[src/rtl/pst_pkg.sv]
// Package: shared constants for the polled port status table.
// Assumes at most eight ports, so a 3-bit address is enough.
package pst_pkg;
    localparam int ADDR_W      = 3;
    localparam int VEC_W       = 1 << ADDR_W;
    localparam int MODE_POLLED = 0;
    localparam int MODE_DIRECT = 1;
endpackage

[src/rtl/pst_addr_gen.sv]
// Poll address sequencer. It counts 0..NUM_PORTS-1 and wraps, and it keeps
// a copy of the address delayed by one cycle, plus a valid flag for that copy.
// The delayed copy and the flag tell the table which entry the current
// status answer belongs to.
// Assumes NUM_PORTS is 1, 2, 4 or 8. In direct mode all outputs stay at zero.
module pst_addr_gen
    import pst_pkg::*;
#(
    parameter int NUM_PORTS = 4,
    parameter int MODE      = MODE_POLLED
) (
    input  logic              clk,
    input  logic              rst_n,
    output logic [ADDR_W-1:0] adr,
    output logic [ADDR_W-1:0] adr_d,
    output logic              vld_d
);
    localparam logic [ADDR_W-1:0] LAST = ADDR_W'(NUM_PORTS - 1);

    logic [ADDR_W-1:0] adr_q;
    logic [ADDR_W-1:0] adr_dq;
    logic              vld_q;

    // Advance the poll address every cycle and wrap after the last port.
    always_ff @(posedge clk) begin
        if (!rst_n || MODE == MODE_DIRECT) begin
            adr_q <= '0;
        end else if (adr_q == LAST) begin
            adr_q <= '0;
        end else begin
            adr_q <= adr_q + 1'b1;
        end
    end

    // Remember the address the port sampled this edge; its answer comes next edge.
    always_ff @(posedge clk) begin
        if (!rst_n || MODE == MODE_DIRECT) begin
            adr_dq <= '0;
            vld_q  <= 1'b0;
        end else begin
            adr_dq <= adr_q;
            vld_q  <= 1'b1;
        end
    end

    assign adr   = adr_q;
    assign adr_d = adr_dq;
    assign vld_d = vld_q;

    generate
        if (MODE == MODE_POLLED) begin : g_poll_chk
            assert_wrap_R2: assert property (@(posedge clk) disable iff (!rst_n)
                (adr_q == LAST) |=> (adr_q == '0));
            assert_step_R2: assert property (@(posedge clk) disable iff (!rst_n)
                (adr_q != LAST) |=> (adr_q == $past(adr_q) + 1'b1));
            assert_range_R2: assert property (@(posedge clk) disable iff (!rst_n)
                ({1'b0, adr_q} < 4'(NUM_PORTS)));
        end else begin : g_dir_chk
            assert_held_R6: assert property (@(posedge clk) disable iff (!rst_n)
                (adr_q == '0) && !vld_q);
        end
    endgenerate
endmodule

[src/rtl/pst_table.sv]
// Status table. In polled mode it writes the answer into the entry named by
// the delayed address. In direct mode it registers the masked status vector.
// Entries for ports beyond NUM_PORTS are never written and stay at zero.
// Assumes adr_d is always below NUM_PORTS, which the sequencer guarantees.
module pst_table
    import pst_pkg::*;
#(
    parameter int NUM_PORTS = 4,
    parameter int MODE      = MODE_POLLED
) (
    input  logic              clk,
    input  logic              rst_n,
    input  logic              vld_d,
    input  logic [ADDR_W-1:0] adr_d,
    input  logic              poll_status,
    input  logic [VEC_W-1:0]  dir_vec,
    output logic [VEC_W-1:0]  tbl
);
    localparam logic [VEC_W-1:0] MASK = VEC_W'((1 << NUM_PORTS) - 1);

    logic [VEC_W-1:0] tbl_q;

    // Update the table from the polled answer or from the direct vector.
    always_ff @(posedge clk) begin
        if (!rst_n) begin
            tbl_q <= '0;
        end else if (MODE == MODE_DIRECT) begin
            tbl_q <= dir_vec & MASK;
        end else if (vld_d) begin
            tbl_q[adr_d] <= poll_status;
        end
    end

    assign tbl = tbl_q;

    assert_upper_zero_R8: assert property (@(posedge clk) disable iff (!rst_n)
        ((tbl_q & ~MASK) == '0));

    generate
        if (MODE == MODE_POLLED) begin : g_poll_chk
            assert_pairing_R3: assert property (@(posedge clk) disable iff (!rst_n)
                vld_d |=> (tbl_q[$past(adr_d)] == $past(poll_status)));
            assert_single_change_R4: assert property (@(posedge clk) disable iff (!rst_n)
                rst_n |=> ($countones(tbl_q ^ $past(tbl_q)) <= 1));
        end else begin : g_dir_chk
            assert_follow_R6: assert property (@(posedge clk) disable iff (!rst_n)
                rst_n |=> (tbl_q == ($past(dir_vec) & MASK)));
        end
    endgenerate
endmodule

[src/rtl/pst_query.sv]
// Single-port lookup into the table for the transmit scheduler.
// Combinational. Port numbers at or above NUM_PORTS read as unavailable.
module pst_query
    import pst_pkg::*;
#(
    parameter int NUM_PORTS = 4
) (
    input  logic [ADDR_W-1:0] port,
    input  logic [VEC_W-1:0]  tbl,
    output logic              avail
);
    localparam logic [ADDR_W:0] NP = (ADDR_W + 1)'(NUM_PORTS);

    // Select the entry and gate it with the configured port range.
    always_comb begin
        avail = ({1'b0, port} < NP) && tbl[port];
    end
endmodule

[src/rtl/poll_status_table.sv]
// Top of the polled port status table. It connects the address sequencer,
// the table and the query lookup.
// Assumes one clock domain shared with the polled ports, and that a port
// answers on the edge after it samples the address.
module poll_status_table
    import pst_pkg::*;
#(
    parameter int NUM_PORTS = 4,
    parameter int MODE      = MODE_POLLED
) (
    input  logic       clk,
    input  logic       rst_n,
    output logic [2:0] poll_adr,
    input  logic       poll_status,
    input  logic [7:0] direct_status,
    input  logic [2:0] query_port,
    output logic       query_avail,
    output logic [7:0] avail_vec
);
    logic [ADDR_W-1:0] adr_d;
    logic              vld_d;
    logic [VEC_W-1:0]  tbl;

    pst_addr_gen #(.NUM_PORTS(NUM_PORTS), .MODE(MODE)) u_adr (
        .clk   (clk),
        .rst_n (rst_n),
        .adr   (poll_adr),
        .adr_d (adr_d),
        .vld_d (vld_d)
    );

    pst_table #(.NUM_PORTS(NUM_PORTS), .MODE(MODE)) u_tbl (
        .clk         (clk),
        .rst_n       (rst_n),
        .vld_d       (vld_d),
        .adr_d       (adr_d),
        .poll_status (poll_status),
        .dir_vec     (direct_status),
        .tbl         (tbl)
    );

    pst_query #(.NUM_PORTS(NUM_PORTS)) u_qry (
        .port  (query_port),
        .tbl   (tbl),
        .avail (query_avail)
    );

    assign avail_vec = tbl;

    assert_query_range_R5: assert property (@(posedge clk) disable iff (!rst_n)
        ({1'b0, query_port} >= 4'(NUM_PORTS)) |-> !query_avail);
    assert_reset_clear_R1: assert property (@(posedge clk)
        !rst_n |=> (avail_vec == '0) && (poll_adr == '0));
endmodule

[config.mk]
export PLATFORM = sky130hd
export DESIGN_NAME = poll_status_table
export DESIGN_NICKNAME = d
export VERILOG_FILES = /design/src/rtl/pst_pkg.sv /design/src/rtl/pst_addr_gen.sv /design/src/rtl/pst_table.sv /design/src/rtl/pst_query.sv /design/src/rtl/poll_status_table.sv
export SDC_FILE = /design/constraint.sdc
export NUM_CORES = 1
export LEC_CHECK = 0
export BUFFER_PORTS_ARGS = -buffer_cell sky130_fd_sc_hd__buf_2
export CAP_MARGIN = 15
export CORE_AREA = 3 3 46 48
export CTS_BUF_LIST = sky130_fd_sc_hd__clkbuf_16
export CTS_CLUSTER_SIZE = 10
export DETAILED_ROUTE_END_ITERATION = 10
export DIE_AREA = 0 0 49 51
export GPL_TIMING_DRIVEN = 1
export PLACE_DENSITY = 0.7
export SLEW_MARGIN = 20
export SYNTH_ARGS = -nofsm -noshare
export SYNTH_HDL_FRONTEND = slang
export SYNTH_SLANG_ARGS = --single-unit
[constraint.sdc]
create_clock -name clk -period 3.21 [get_ports clk]
set_clock_uncertainty 0.1 [all_clocks]
set_input_delay 0.642 -clock clk [delete_from_list [all_inputs] [get_ports clk]]
set_output_delay 0.642 -clock clk [all_outputs]
set_load 0.05 [all_outputs]
==> results.toml <==
[status]
outcome = "finished, final reports clean"

[timing]
rsz0062_at_grt = "no"
fin_ws_ns = 0.909
relSlewSlack = 0.826
whs_ns = 0.356
setup_violations = 0
fin_crit_ns = 2.30
tightest_slew_ns = 0.261
hold_viol_final = 0
min_period_over_period = 0.717
finalSetupTns_ns = 0
max_clock_freq_ghz = 0.435
drv_slew = 0

[synth]
yosysSeqAreaShare = 0.493
ys_ff_latch = 15
synth_top_family_by_area = "simple AND/OR/NAND/NOR gates"
syn-mean-instance-area_um2 = 11.3
synth-xor-area-share = 0
syn-num-nets = 70
synth_compound_area_frac = 0
synth_cells = 54
synth_mux_area_frac = 0.168
ys_types = 15
synth-simple-area-share = 0.277
synthesis.area_um2 = 609
yosys_warnings = 0
synth_fa_ha_area_frac = 0.0411

[routing]
finalWirelength_mm = 1.16
vias = 451
ant_nets = 0
route.detailed.drc = 0
viasPerCell = 4.56
first_pass_iters = 2
wl_per_cell_um = 11.7
drt_iter0_markers = 4

[worst_setup_path]
rr_worst_depth = 2
cp_max_fo = 1
crit_path_end_kind = "output pin"
startpoint_type = "input port"
required_ns = 2.47
worstSetupPathType = "in -> out"
worstPathArrival_ns = 1.56

[layout]
layout_commonest_cell = "buf_2"
drive_gt1_frac = 0.351
diodes = 0
fin_area_um2 = 800
stdcell_count = 99
postLayoutCoreUtil = 0.458
nNetsFinal = 91
syn2layout_area_growth_pct = 31.2
final_cell_mix = "17 x buf_2, 15 x dfxtp_1, 9 x nand2_1, 8 x mux2i_1"

[clock_tree]
clk_latency_ns = 0.24
post_cts_resized = 0
clock_sink_count = 15
hold_buffers = 0
cts_setup_buffers = 0
path_clk_slew_ns = 0.04
cts_made_buffers = 3
clock_path_buffers = 2
cts_root_buf = "clkbuf_16"
cts_tree = "built"
cts.htree.levels = 1

[floorplan]
io_pins = 26
start_util = 0.349
std_cell_rows = 15
coreArea_um2 = 1750
die_area_um2 = 2500
die_h_um = 51
die_w_um = 49

[global_routing]
grt_use_total = 0.0996
grt_pass1_vias = 436
grt_max_degree = 15
grt_pass1_wl_mm = 1.88
grt_overflow = 0
antenna_found_initial = 0

[pwr]
powerDensity_nw_per_um2 = 626
p_leak_nw = 0.373
peakVddDrop_mv = 0.398
p_total_uw = 501

[placed_design]
gp_congestion = 0.629
hpwl_um = 838
placed_cells = 95
dp_slack_ns = 0.901
port_buffers = 17
placed_cell_area_um2 = 721

[min_path]
hold_depth = 2
hold_path_class = "reg -> reg"

[job]
cap_violations = 0
[area by class of cell]
type,count,area [um2]
Fill cell,172,946
Sequential cell,15,300
Multi-Input combinational cell,36,297
Timing Repair Buffer,17,85.1
Clock buffer,3,75.1
Tap cell,25,31.3
Inverter,2,7.51
Clock inverter,1,3.75
[registers in the layout, summed over array words and instances (netlist names)]
| signal | flops |
|---|---|
| u_tbl.tbl | 8 |
| u_adr.adr | 3 |
| u_adr.adr_d | 3 |
| u_adr.vld_d | 1 |
[layer usage]
metal | track usage | vias to the layer above | wire length (um)
met3 | 0.0496 | 0 | 68
met5 | 0 | - | 0
met4 | 0.0427 | 0 | 0
met2 | 0.174 | 12 | 607
li1 | - | 228 | -
met1 | 0.100 | 211 | 483
[final timing paths]
check            endpoint  slack (ns)           from
min          u_tbl.tbl[4]        0.36   u_tbl.tbl[4]
min reg2reg  u_tbl.tbl[4]        0.36   u_tbl.tbl[4]
max           query_avail        0.91  query_port[0]
max reg2reg  u_tbl.tbl[0]        2.10    u_adr.vld_d
[Yosys cell counts]
cell / n / area (um2)
and4bb_2: 3 / 37.5
nand2b_1: 1 / 6.26
nand4_1: 1 / 6.26
nor4b_2: 1 / 15.0
ha_1: 2 / 25.0
mux4_2: 1 / 22.5
nor2b_4: 1 / 13.8
nand2_1: 9 / 33.8
and2_1: 3 / 18.8
nand4b_1: 3 / 26.3
dfxtp_1: 15 / 300
inv_1: 2 / 7.51
nor2_1: 3 / 11.3
mux2i_1: 8 / 80.1
buf_2: 1 / 5.00
[where the power goes]
| part | switching, mW | total (mW) | internal (mW) |
|---|---|---|---|
| registers | 0.0107 | 0.207 | 0.196 |
| logic | 0.0375 | 0.0570 | 0.0195 |
| clock network | 0.0718 | 0.236 | 0.165 |
| total | 0.120 | 0.501 | 0.381 |
[worst max-delay path: stages]
cell	delay, ns
buf_2	0.09
mux4_2	0.49
nor2b_4	0.14
buf_2	0.20
[cell families after synthesis]
kind of cell	Yosys count
flip-flops	15
multiplexers	9
AND/OR/NAND/NOR	25
buffers and inverters	3
adder cells (fa/ha/maj)	2
Note: power is estimated with default switching activity, not from simulation.
